==> src/rtl/pw_pkg.sv <==
package pw_pkg;
    typedef enum logic [2:0] {
        F_NONE     = 3'd0,
        F_NONCANON = 3'd1,
        F_NOTPRES  = 3'd2,
        F_WRITE    = 3'd3,
        F_USER     = 3'd4,
        F_NX       = 3'd5
    } fault_e;

    typedef enum logic [1:0] {
        S_IDLE  = 2'd0,
        S_START = 2'd1,
        S_WAIT  = 2'd2
    } state_e;

    localparam int BIT_PRESENT = 0;
    localparam int BIT_WRITE   = 1;
    localparam int BIT_USER    = 2;
endpackage

==> src/rtl/pw_vsplit.sv <==
// Picks the table index for one walk step and flags non-canonical addresses.
module pw_vsplit #(
    parameter int VA_W   = 64,
    parameter int IDX_W  = 9,
    parameter int OFF_W  = 12,
    parameter int LEVELS = 4,
    localparam int LVL_W   = $clog2(LEVELS),
    localparam int VA_USED = OFF_W + LEVELS * IDX_W
) (
    input  logic [VA_W-1:0]  va,
    input  logic [LVL_W-1:0] lvl,
    output logic [IDX_W-1:0] idx,
    output logic             canon
);
    logic [IDX_W-1:0] idx_arr [LEVELS];

    for (genvar g = 0; g < LEVELS; g++) begin : g_idx
        assign idx_arr[g] = va[OFF_W + (LEVELS - 1 - g) * IDX_W +: IDX_W];
    end

    assign idx = idx_arr[lvl];

    logic [VA_W-VA_USED:0] upper;
    assign upper = va[VA_W-1:VA_USED-1];
    assign canon = (&upper) | ~(|upper);
endmodule

==> src/rtl/pw_perm.sv <==
// Evaluates one table entry against the access kind, in fixed priority order.
module pw_perm #(
    parameter int ENT_W = 64
) (
    input  logic [ENT_W-1:0] entry,
    input  logic             wr,
    input  logic             us,
    input  logic             fx,
    input  logic             nx_on,
    output pw_pkg::fault_e   fault
);
    import pw_pkg::*;

    always_comb begin
        if (!entry[BIT_PRESENT])             fault = F_NOTPRES;
        else if (wr && !entry[BIT_WRITE])    fault = F_WRITE;
        else if (us && !entry[BIT_USER])     fault = F_USER;
        else if (fx && nx_on && entry[ENT_W-1]) fault = F_NX;
        else                                 fault = F_NONE;
    end

    // a missing entry always reports as not-present first
    always_comb begin
        assert (entry[BIT_PRESENT] || fault == F_NOTPRES);
    end
endmodule

==> src/rtl/pt_walker.sv <==
module pt_walker #(
    parameter int VA_W   = 64,
    parameter int PA_W   = 40,
    parameter int ENT_W  = 64,
    parameter int IDX_W  = 9,
    parameter int OFF_W  = 12,
    parameter int LEVELS = 4,
    localparam int LVL_W  = $clog2(LEVELS),
    localparam int ENT_SH = $clog2(ENT_W / 8)
) (
    input  logic             clk,
    input  logic             rst_n,
    input  logic             req_valid,
    input  logic [VA_W-1:0]  req_vaddr,
    input  logic             req_write,
    input  logic             req_user,
    input  logic             req_fetch,
    input  logic             nx_en,
    input  logic [PA_W-1:0]  root_base,
    output logic             busy,
    output logic             mem_req,
    output logic [PA_W-1:0]  mem_addr,
    input  logic             mem_rvalid,
    input  logic [ENT_W-1:0] mem_rdata,
    output logic             done,
    output logic [PA_W-1:0]  done_paddr,
    output logic [2:0]       done_fault,
    output logic [LVL_W-1:0] done_level
);
    import pw_pkg::*;

    typedef struct packed {
        state_e            st;
        logic [LVL_W-1:0]  lvl;
        logic [PA_W-1:0]   base;
        logic [VA_W-1:0]   va;
        logic              wr;
        logic              us;
        logic              fx;
        logic              nxo;
        logic              done;
        logic [PA_W-1:0]   paddr;
        fault_e            fault;
        logic [LVL_W-1:0]  flvl;
        logic              mreq;
        logic [PA_W-1:0]   maddr;
    } regs_t;

    regs_t r_d, r_q;

    logic [LVL_W-1:0] look_lvl_d;
    logic [IDX_W-1:0] idx_d;
    logic             canon_d;
    fault_e           ent_fault_d;
    logic [PA_W-1:0]  ent_off_d;
    logic [PA_W-1:0]  next_base_d;

    assign look_lvl_d = (r_q.st == S_WAIT) ? LVL_W'(r_q.lvl + 1'b1) : '0;

    pw_vsplit #(
        .VA_W(VA_W), .IDX_W(IDX_W), .OFF_W(OFF_W), .LEVELS(LEVELS)
    ) u_vsplit (
        .va    (r_q.va),
        .lvl   (look_lvl_d),
        .idx   (idx_d),
        .canon (canon_d)
    );

    pw_perm #(.ENT_W(ENT_W)) u_perm (
        .entry (mem_rdata),
        .wr    (r_q.wr),
        .us    (r_q.us),
        .fx    (r_q.fx),
        .nx_on (r_q.nxo),
        .fault (ent_fault_d)
    );

    assign ent_off_d   = PA_W'({idx_d, {ENT_SH{1'b0}}});
    assign next_base_d = {mem_rdata[PA_W-1:OFF_W], {OFF_W{1'b0}}};

    always_comb begin
        r_d      = r_q;
        r_d.done = 1'b0;
        r_d.mreq = 1'b0;
        case (r_q.st)
            S_IDLE: begin
                if (req_valid) begin
                    r_d.st   = S_START;
                    r_d.va   = req_vaddr;
                    r_d.wr   = req_write;
                    r_d.us   = req_user;
                    r_d.fx   = req_fetch;
                    r_d.nxo  = nx_en;
                    r_d.base = root_base;
                    r_d.lvl  = '0;
                end
            end
            S_START: begin
                if (!canon_d) begin
                    r_d.done  = 1'b1;
                    r_d.fault = F_NONCANON;
                    r_d.flvl  = '0;
                    r_d.paddr = '0;
                    r_d.st    = S_IDLE;
                end else begin
                    r_d.mreq  = 1'b1;
                    r_d.maddr = r_q.base + ent_off_d;
                    r_d.st    = S_WAIT;
                end
            end
            S_WAIT: begin
                if (mem_rvalid) begin
                    if (ent_fault_d != F_NONE) begin
                        r_d.done  = 1'b1;
                        r_d.fault = ent_fault_d;
                        r_d.flvl  = r_q.lvl;
                        r_d.paddr = '0;
                        r_d.st    = S_IDLE;
                    end else if (r_q.lvl == LVL_W'(LEVELS - 1)) begin
                        r_d.done  = 1'b1;
                        r_d.fault = F_NONE;
                        r_d.flvl  = r_q.lvl;
                        r_d.paddr = {mem_rdata[PA_W-1:OFF_W], r_q.va[OFF_W-1:0]};
                        r_d.st    = S_IDLE;
                    end else begin
                        r_d.lvl   = LVL_W'(r_q.lvl + 1'b1);
                        r_d.base  = next_base_d;
                        r_d.mreq  = 1'b1;
                        r_d.maddr = next_base_d + ent_off_d;
                    end
                end
            end
            default: r_d.st = S_IDLE;
        endcase
    end

    always_ff @(posedge clk) begin
        if (!rst_n) r_q <= '0;
        else        r_q <= r_d;
    end

    assign busy       = (r_q.st != S_IDLE);
    assign mem_req    = r_q.mreq;
    assign mem_addr   = r_q.maddr;
    assign done       = r_q.done;
    assign done_paddr = r_q.paddr;
    assign done_fault = r_q.fault;
    assign done_level = r_q.flvl;

    p_mem_in_walk_r10: assert property (@(posedge clk) disable iff (!rst_n)
        mem_req |-> busy);

    p_done_pulse_r10: assert property (@(posedge clk) disable iff (!rst_n)
        done |=> !done);

    p_noncanon_step0_r2: assert property (@(posedge clk) disable iff (!rst_n)
        (done && done_fault == F_NONCANON) |-> (done_level == '0 && !mem_req));

    p_success_last_r4: assert property (@(posedge clk) disable iff (!rst_n)
        (done && done_fault == F_NONE) |-> done_level == LVL_W'(LEVELS - 1));

    p_fault_range_r9: assert property (@(posedge clk) disable iff (!rst_n)
        done |-> done_fault <= F_NX);
endmodule

==> config.mk <==
export PLATFORM = sky130hd
export DESIGN_NAME = pt_walker
export DESIGN_NICKNAME = d
export VERILOG_FILES = /design/src/rtl/pw_pkg.sv /design/src/rtl/pw_vsplit.sv /design/src/rtl/pw_perm.sv /design/src/rtl/pt_walker.sv
export SDC_FILE = /design/constraint.sdc
export NUM_CORES = 1
export LEC_CHECK = 0
export BUFFER_PORTS_ARGS = -buffer_cell sky130_fd_sc_hd__clkbuf_2
export CORE_ASPECT_RATIO = 0.75
export CORE_MARGIN = 2
export CORE_UTILIZATION = 53
export CTS_CLUSTER_SIZE = 30
export DETAILED_ROUTE_END_ITERATION = 7
export HOLD_SLACK_MARGIN = 0.03
export PLACE_DENSITY = 0.81
export SYNTH_ARGS = -nofsm -noshare
export SYNTH_HDL_FRONTEND = slang
export SYNTH_SLANG_ARGS = --single-unit
==> constraint.sdc <==
create_clock -name clk -period 3.99 [get_ports clk]
set_clock_uncertainty 0.05 [all_clocks]
set_input_delay 0 -clock clk [delete_from_list [all_inputs] [get_ports clk]]
set_output_delay 0 -clock clk [all_outputs]
set_load 0.01 [all_outputs]
==> results of run 1 <==
## how the worst max path moves through the flow
stage / cells past startpoint / to / start
2_1_floorplan: 15 / mem_addr[21] / r_q[195]
3_3_place_gp: 13 / mem_addr[34] / r_q[195]
3_5_place_dp: 13 / mem_addr[32] / r_q[195]
4_1_cts: 13 / mem_addr[20] / r_q[195]
5_1_grt: 13 / mem_addr[32] / r_q[196]
6_report: 13 / mem_addr[20] / r_q[195]
## layout by cell type (no fill, tap or decap), drive strengths merged, types with 28 or more instances in the layout
master and n:
a21oi 114, xnor2 28, nand2 214, nor2 48, nor3 34, dfxtp 199, clkbuf 251, dlygate4sd3 142
o21ai 43, nand3 107, a22oi 37, a221oi 28
## repair_timing
item                                    in CTS  in global routing
hold buffers                               142                  0
hold endpoints to repair                   172                  0
endpoints found under the setup margin       0                  3
resized for setup                            0                  3
## where the power goes
group | leakage (nW) | switching [mW] | internal (mW)
Clock | 0.285 | 0.766 | 0.958
Combinational | 3.12 | 0.401 | 0.306
Sequential | 1.62 | 0.0833 | 2.07
Total | 5.03 | 1.25 | 3.34
## registers in the layout (all words and copies together) (netlist names)
signal and count:
done 1, r_q 112, mem_req 1, done_paddr 40
mem_addr 40, done_level 2, done_fault 3
## cell families (layout without fill, tap and decap cells)
| group | after synthesis | count (layout) | synth area share, % |
|---|---|---|---|
| buf+inv | 185 | 441 | 11.5 |
| other cells | 0 | 1 | 0 |
| mux | 10 | 10 | 1.16 |
| xor+xnor | 33 | 33 | 3.03 |
| flops | 199 | 199 | 41.8 |
| compound gates | 272 | 272 | 18.4 |
| simple gates | 454 | 454 | 22.1 |
| fa+ha+maj | 15 | 15 | 2.05 |
## area by class of cell
cell class | count | area share, %
Timing Repair Buffer | 392 | 22.5
Sequential cell | 199 | 32.8
Clock buffer | 20 | 3.76
Clock inverter | 10 | 0.988
Tap cell | 242 | 2.49
Multi-Input combinational cell | 784 | 36.9
Inverter | 19 | 0.607
Antenna cell | 1 | 0.0206
## worst reg2reg max path, stage by stage (launching register included)
cell	delay, ps
sky130_fd_sc_hd__dfxtp_1	320
sky130_fd_sc_hd__ha_1	370
sky130_fd_sc_hd__or2_2	410
sky130_fd_sc_hd__nor2_1	120
sky130_fd_sc_hd__a21oi_1	60
sky130_fd_sc_hd__o22ai_1	300
sky130_fd_sc_hd__inv_1	90
sky130_fd_sc_hd__ha_1	310
sky130_fd_sc_hd__a211oi_1	70
sky130_fd_sc_hd__o21bai_1	270
sky130_fd_sc_hd__nand4_2	430
sky130_fd_sc_hd__a2111oi_0	620
sky130_fd_sc_hd__xnor2_1	180
sky130_fd_sc_hd__o21ai_1	70
## layer usage
layer | vias up | GRT usage (%) | wire length (um)
li1 | 4512 | - | -
met1 | 4547 | 40.4 | 12600
met2 | 545 | 50.3 | 14000
met3 | 68 | 6.71 | 2560
met4 | 0 | 11.6 | 827
met5 | - | 0 | 0
## stage by stage
step | cells | utilization, % | power, mW
after floorplan | 1168 | - | 2.56
after global placement | 1494 | 57.7 | 2.75
after detailed placement | 1494 | 57.7 | 2.77
after CTS | 1666 | 69.0 | 4.57
after global routing | 1667 | 69.1 | 4.75
final | 1667 | 69.1 | 4.59
==> impl_metrics.prom, run 1 <==
# TYPE chip_impl_metric gauge
chip_impl_metric{name="globalRouteOverflowTotal",unit=""} 0
chip_impl_metric{name="r2r.worst_path.cells",unit=""} 13
chip_impl_info{name="holdPathEnd",value="done_fault[1]"} 1
chip_impl_metric{name="dieHeight",unit="um"} 120
chip_impl_info{name="critical_path_class",value="reg2reg"} 1
chip_impl_info{name="worstHoldPathType",value="in2reg"} 1
chip_impl_metric{name="post-synth-top-area-fraction",unit="%"} 41.8
chip_impl_metric{name="power.static_leakage",unit="nW"} 5.03
chip_impl_metric{name="yosys_register_bits",unit=""} 199
chip_impl_metric{name="reg2reg_setup_slack",unit="ps"} 210
chip_impl_metric{name="post_cts.repair.setup_buffers",unit=""} 0
chip_impl_info{name="clockRootBuffer",value="sky130_fd_sc_hd__clkbuf_16"} 1
chip_impl_metric{name="pre_cts_slack",unit="ps"} 298
chip_impl_metric{name="synth_fp_nets",unit=""} 1359
chip_impl_metric{name="gpl.final_weighted_congestion",unit=""} 0.932
chip_impl_info{name="unrepaired_setup_endpoints_after_global_routing",value="true"} 1
chip_impl_metric{name="required",unit="ps"} 4250
chip_impl_metric{name="arrival",unit="ps"} 4040
chip_impl_metric{name="timing.final.ws_setup",unit="ps"} 212
chip_impl_metric{name="clkSlewWorstSetupHoldPaths",unit="ps"} 70
chip_impl_metric{name="timing_worst_slew_pin_value",unit="ps"} 1220
chip_impl_info{name="worstPathCellList",value="ha_1, or2_2, nor2_1, a21oi_1, o22ai_1, inv_1, ha_1, a211oi_1, o21bai_1, nand4_2, a2111oi_0, xnor2_1, o21ai_1"} 1
chip_impl_metric{name="routed_wire_length_per_instance",unit="um"} 18.0
chip_impl_metric{name="area_growth",unit="%"} 27.6
chip_impl_metric{name="io_pins",unit=""} 264
chip_impl_metric{name="floorplan.initialDensity",unit="%"} 54.1
chip_impl_info{name="synth.most_common_cell",value="sky130_fd_sc_hd__nand2_1"} 1
chip_impl_metric{name="max_slew_margin",unit="%"} 18.4
chip_impl_metric{name="multi_input_area",unit="um2"} 4490
chip_impl_metric{name="detail_route.vias_per_cell",unit=""} 5.80
chip_impl_metric{name="number_of_buffers_inserted_by_port_buffering",unit=""} 231
chip_impl_metric{name="crit_path_max_fanout",unit=""} 14
chip_impl_info{name="slowest_stage",value="sky130_fd_sc_hd__a2111oi_0"} 1
chip_impl_metric{name="fmaxAchievable",unit="GHz"} 0.265
chip_impl_info{name="tritoncts_clock_tree",value="yes"} 1
chip_impl_info{name="synth.largest_area_cell",value="sky130_fd_sc_hd__dfxtp_1"} 1
chip_impl_metric{name="synth_edf_count",unit=""} 0
chip_impl_info{name="timing.critical_path.from_type",value="register"} 1
chip_impl_metric{name="post_drt_antenna_nets",unit=""} 0
chip_impl_metric{name="detailroute.via_count",unit=""} 9672
chip_impl_metric{name="final.period_utilization",unit="%"} 94.7
chip_impl_metric{name="worstSkewPairLatency",unit="ps"} 430
chip_impl_metric{name="nNetsFinal",unit=""} 1604
chip_impl_metric{name="setup_viol",unit=""} 0
chip_impl_metric{name="synth_cell_types",unit=""} 62
chip_impl_metric{name="chipWidth",unit="um"} 159
chip_impl_metric{name="cts.htree.levels",unit=""} 4
chip_impl_metric{name="slowest_delay",unit="ps"} 610
chip_impl_metric{name="cap_viol_max_count",unit=""} 0
chip_impl_metric{name="yosysSeqAreaShare",unit="%"} 41.8
chip_impl_metric{name="ir_drop",unit="uV"} 244
chip_impl_info{name="worst_hold_startpoint",value="mem_rdata[1]"} 1
chip_impl_info{name="cell_types_occupying_the_most_area_after_synthesis",value="sky130_fd_sc_hd__dfxtp_1, sky130_fd_sc_hd__nand2_1, sky130_fd_sc_hd__buf_4"} 1
chip_impl_metric{name="detailedRoute.firstPassIterationCount",unit=""} 6
chip_impl_metric{name="min_delay_path_depth",unit=""} 5
chip_impl_metric{name="sequential_standard_cell_area",unit="um2"} 3980
chip_impl_info{name="synth_top_flop_cell",value="sky130_fd_sc_hd__dfxtp_1"} 1
chip_impl_metric{name="fin_setup_tns",unit="ps"} 0
chip_impl_metric{name="design.core.area",unit="um2"} 17600
chip_impl_info{name="timing.critical_path.max_delay_family",value="compound AO/OA/AOI/OAI gates"} 1
chip_impl_metric{name="drt_first_iter_violations",unit=""} 1287
chip_impl_metric{name="placement_rows",unit=""} 42
chip_impl_metric{name="final_layout_size_suffix_gt1_share",unit="%"} 22.1
chip_impl_metric{name="antenna_found_initial",unit=""} 1
chip_impl_metric{name="power.density",unit="nW/um2"} 377
chip_impl_metric{name="final_design_area_no_fill",unit="um2"} 12200
chip_impl_info{name="cpMostUsedCell",value="sky130_fd_sc_hd__ha_1"} 1
chip_impl_metric{name="clk_path_buf_depth",unit=""} 2
chip_impl_metric{name="die_area",unit="um2"} 19100
chip_impl_metric{name="grt_pass1_vias",unit=""} 9185
chip_impl_metric{name="netlist_area",unit="um2"} 9530
chip_impl_info{name="capturing_element_type_of_the_critical_path",value="register"} 1
chip_impl_metric{name="holdWs",unit="ps"} 112
chip_impl_metric{name="cts_num_sinks",unit=""} 199
chip_impl_info{name="synth.top_cells.by_count",value="sky130_fd_sc_hd__nand2_1, sky130_fd_sc_hd__dfxtp_1, sky130_fd_sc_hd__a21oi_1"} 1
chip_impl_info{name="outcome",value="completed"} 1
chip_impl_metric{name="synth_cells",unit=""} 1168
chip_impl_metric{name="syn_avg_cell_area",unit="um2"} 8.16
chip_impl_info{name="critical_path.reg2reg.endpoint",value="mem_addr[20]"} 1
chip_impl_info{name="timing.rr.start",value="r_q[195]"} 1
chip_impl_metric{name="placedInstanceArea",unit="um2"} 10200
chip_impl_metric{name="drc_errors",unit=""} 0
chip_impl_metric{name="ys_warn_count",unit=""} 0
chip_impl_metric{name="final-hold-violation-count",unit=""} 0
chip_impl_metric{name="finalWorstPathRequiredPeriod",unit="ps"} 3780
chip_impl_metric{name="cts_inserted_buffers",unit=""} 17
chip_impl_metric{name="grt_max_degree",unit=""} 69
chip_impl_metric{name="grt_pass1_wl",unit="um"} 47300
chip_impl_metric{name="place.detailed.hpwl",unit="um"} 18200
chip_impl_metric{name="gr-usage-all-layers",unit="%"} 30.8
chip_impl_metric{name="synth-async-reset-ratio",unit="%"} 0
chip_impl_metric{name="drt-total-wl",unit="um"} 30000
chip_impl_metric{name="num-fill-cells",unit=""} 1335
chip_impl_metric{name="cp.buffers_inverters",unit=""} 1
chip_impl_metric{name="number_of_max_slew_violations_in_the_final_report",unit=""} 0
(Power assumes the default switching activity.)
==> run 2: changes to the inputs <==
Settings changed: CORE_MARGIN 2 to unset.
==> impl_metrics.prom, run 2 (synthesis gave the netlist of run 1 again) <==
# TYPE chip_impl_metric gauge
chip_impl_metric{name="number_of_buffers_inserted_by_port_buffering",unit=""} 231
chip_impl_info{name="slowest_stage",value="sky130_fd_sc_hd__fa_1"} 1
chip_impl_metric{name="final_layout_size_suffix_gt1_share",unit="%"} 22.1
chip_impl_metric{name="final.period_utilization",unit="%"} 92.3
chip_impl_metric{name="drc_errors",unit=""} 0
chip_impl_metric{name="routed_wire_length_per_instance",unit="um"} 17.8
chip_impl_metric{name="dieHeight",unit="um"} 118
chip_impl_metric{name="number_of_max_slew_violations_in_the_final_report",unit=""} 0
chip_impl_metric{name="cap_viol_max_count",unit=""} 0
chip_impl_metric{name="antenna_cells_inserted",unit=""} 0
chip_impl_metric{name="drt_first_iter_violations",unit=""} 936
chip_impl_metric{name="clkSlewWorstSetupHoldPaths",unit="ps"} 70
chip_impl_metric{name="power.static_leakage",unit="nW"} 5.02
chip_impl_metric{name="met1Wirelength",unit="um"} 12600
chip_impl_metric{name="grt_max_degree",unit=""} 75
chip_impl_metric{name="grt_pass1_wl",unit="um"} 46500
chip_impl_metric{name="post_cts.repair.setup_buffers",unit=""} 0
chip_impl_metric{name="cts.htree.levels",unit=""} 4
chip_impl_metric{name="cts_num_sinks",unit=""} 199
chip_impl_metric{name="detailedRoute.firstPassIterationCount",unit=""} 5
chip_impl_metric{name="largest_register_ff_count",unit=""} 112
chip_impl_metric{name="detailroute.via_count",unit=""} 9550
chip_impl_info{name="unrepaired_setup_endpoints_after_global_routing",value="false"} 1
chip_impl_info{name="cpMostUsedCell",value="sky130_fd_sc_hd__a21oi_1"} 1
chip_impl_metric{name="finalPower",unit="mW"} 4.58
chip_impl_metric{name="met3_wirelength",unit="um"} 2140
chip_impl_metric{name="power.density",unit="nW/um2"} 376
chip_impl_info{name="top_signal_layer_used",value="met4"} 1
chip_impl_metric{name="placement_rows",unit=""} 42
chip_impl_info{name="outcome",value="completed"} 1
chip_impl_metric{name="num-fill-cells",unit=""} 1312
chip_impl_metric{name="io_pins",unit=""} 264
chip_impl_metric{name="finalWorstPathRequiredPeriod",unit="ps"} 3680
chip_impl_metric{name="required",unit="ps"} 4260
chip_impl_metric{name="die_area",unit="um2"} 18500
chip_impl_info{name="clockRootBuffer",value="sky130_fd_sc_hd__clkbuf_16"} 1
chip_impl_metric{name="reg2reg_setup_slack",unit="ps"} 310
chip_impl_info{name="timing.critical_path.from_type",value="register"} 1
chip_impl_metric{name="floorplan.initialDensity",unit="%"} 54.1
chip_impl_metric{name="crit_path_max_fanout",unit=""} 15
chip_impl_metric{name="slowest_delay",unit="ps"} 390
chip_impl_info{name="capturing_element_type_of_the_critical_path",value="register"} 1
chip_impl_metric{name="nNetsFinal",unit=""} 1605
chip_impl_metric{name="cts_inserted_buffers",unit=""} 17
chip_impl_metric{name="drt-total-wl",unit="um"} 29600
chip_impl_metric{name="place.detailed.hpwl",unit="um"} 17800
chip_impl_metric{name="area_growth",unit="%"} 27.7
chip_impl_metric{name="arrival",unit="ps"} 3950
chip_impl_metric{name="setup_viol",unit=""} 0
chip_impl_metric{name="max_slew_margin",unit="%"} 13.7
chip_impl_metric{name="post_drt_antenna_nets",unit=""} 0
chip_impl_metric{name="grt_pass1_vias",unit=""} 9269
chip_impl_metric{name="fmaxAchievable",unit="GHz"} 0.272
chip_impl_info{name="layout_commonest_cell",value="sky130_fd_sc_hd__clkbuf_2"} 1
chip_impl_metric{name="design.core.area",unit="um2"} 17600
chip_impl_info{name="worstHoldPathType",value="in2reg"} 1
chip_impl_metric{name="worstSkewPairLatency",unit="ps"} 440
chip_impl_metric{name="detail_route.vias_per_cell",unit=""} 5.72
chip_impl_metric{name="timing_worst_slew_pin_value",unit="ps"} 1290
chip_impl_info{name="critical_path_class",value="reg2reg"} 1
chip_impl_info{name="tritoncts_clock_tree",value="yes"} 1
chip_impl_metric{name="chipWidth",unit="um"} 157
chip_impl_metric{name="final-hold-violation-count",unit=""} 0
chip_impl_metric{name="gr-usage-all-layers",unit="%"} 32.1
chip_impl_metric{name="clk_path_buf_depth",unit=""} 2
chip_impl_metric{name="antenna_found_initial",unit=""} 0
chip_impl_metric{name="globalRouteOverflowTotal",unit=""} 0
chip_impl_info{name="registers.top_by_ff_count",value="r_q"} 1
chip_impl_info{name="worstPathCellList",value="ha_1, clkinv_1, a21oi_1, nor2_1, a21oi_1, ha_1, inv_1, fa_1, nand2b_1, a21oi_1, a21oi_1, buf_4, nor4_1, xnor2_1, o21ai_1"} 1
chip_impl_metric{name="gpl.final_weighted_congestion",unit=""} 0.887
chip_impl_metric{name="dr_wl_met2",unit="um"} 13900
chip_impl_info{name="highest_count_cells_in_the_layout_ignoring_fill_and_taps",value="sky130_fd_sc_hd__clkbuf_2, sky130_fd_sc_hd__nand2_1, sky130_fd_sc_hd__dfxtp_1"} 1
chip_impl_metric{name="ir_drop",unit="uV"} 199
chip_impl_metric{name="fin_setup_tns",unit="ps"} 0
## run 2: power breakdown
group / total (mW) / switching [mW] / internal [mW] / leakage (nW)
sequential: 2.16 / 0.0824 / 2.07 / 1.62
clock: 1.72 / 0.802 / 0.913 / 0.286
combinational: 0.705 / 0.402 / 0.304 / 3.11
total: 4.58 / 1.29 / 3.29 / 5.02
## run 2: routing by layer
layer	up-vias	global-route usage [%]
li1	4520	-
met1	4459	41.7
met2	491	52.7
met3	80	5.65
met4	0	13.0
met5	-	0
## run 2: layout make-up
cell class | count | area, um2 | share of cell area [%]
Timing Repair Buffer | 393 | 2730 | 22.4
Multi-Input combinational cell | 784 | 4490 | 36.9
Clock buffer | 19 | 453 | 3.72
Sequential cell | 199 | 3980 | 32.7
Clock inverter | 13 | 133 | 1.09
Tap cell | 242 | 303 | 2.49
Inverter | 19 | 73.8 | 0.606
## run 2: critical path, delay by kind of cell (launching register included)
kind / cells / cell delay, ps
buf+inv: 3 / 530
fa+ha+maj: 3 / 1010
compound gates: 5 / 890
flops: 1 / 330
xor+xnor: 1 / 160
simple gates: 3 / 590
## run 2: final timing paths
check / endpoint / startpoint / cells after the start
max: mem_addr[23] / r_q[196] / 15
min: done / mem_rdata[2] / 5
max reg2reg: mem_addr[23] / r_q[196] / 15
min reg2reg: done_paddr[1] / r_q[92] / 2
## run 2: what timing repair did
action                                 4_1_cts  5_1_grt
resized for setup                            0        4
endpoints found under the hold margin      172        0
hold buffers                               144        0
setup endpoints to repair                    0        7
## run 2: per-stage QoR
| step | cells | hold slack, ps | cell area [um2] | util (%) | setup slack [ps] |
|---|---|---|---|---|---|
| finish | 1669 | 177 | 12200 | 69.1 | 309 |
| CTS | 1669 | 147 | 12200 | 69.1 | 276 |
| global route | 1669 | 217 | 12200 | 69.1 | 22.0 |
| detailed placement | 1493 | 178 | 10100 | 57.5 | 310 |
| floorplan | 1168 | 73.0 | 9530 | - | 524 |
| global placement | 1493 | 175 | 10100 | 57.5 | 385 |
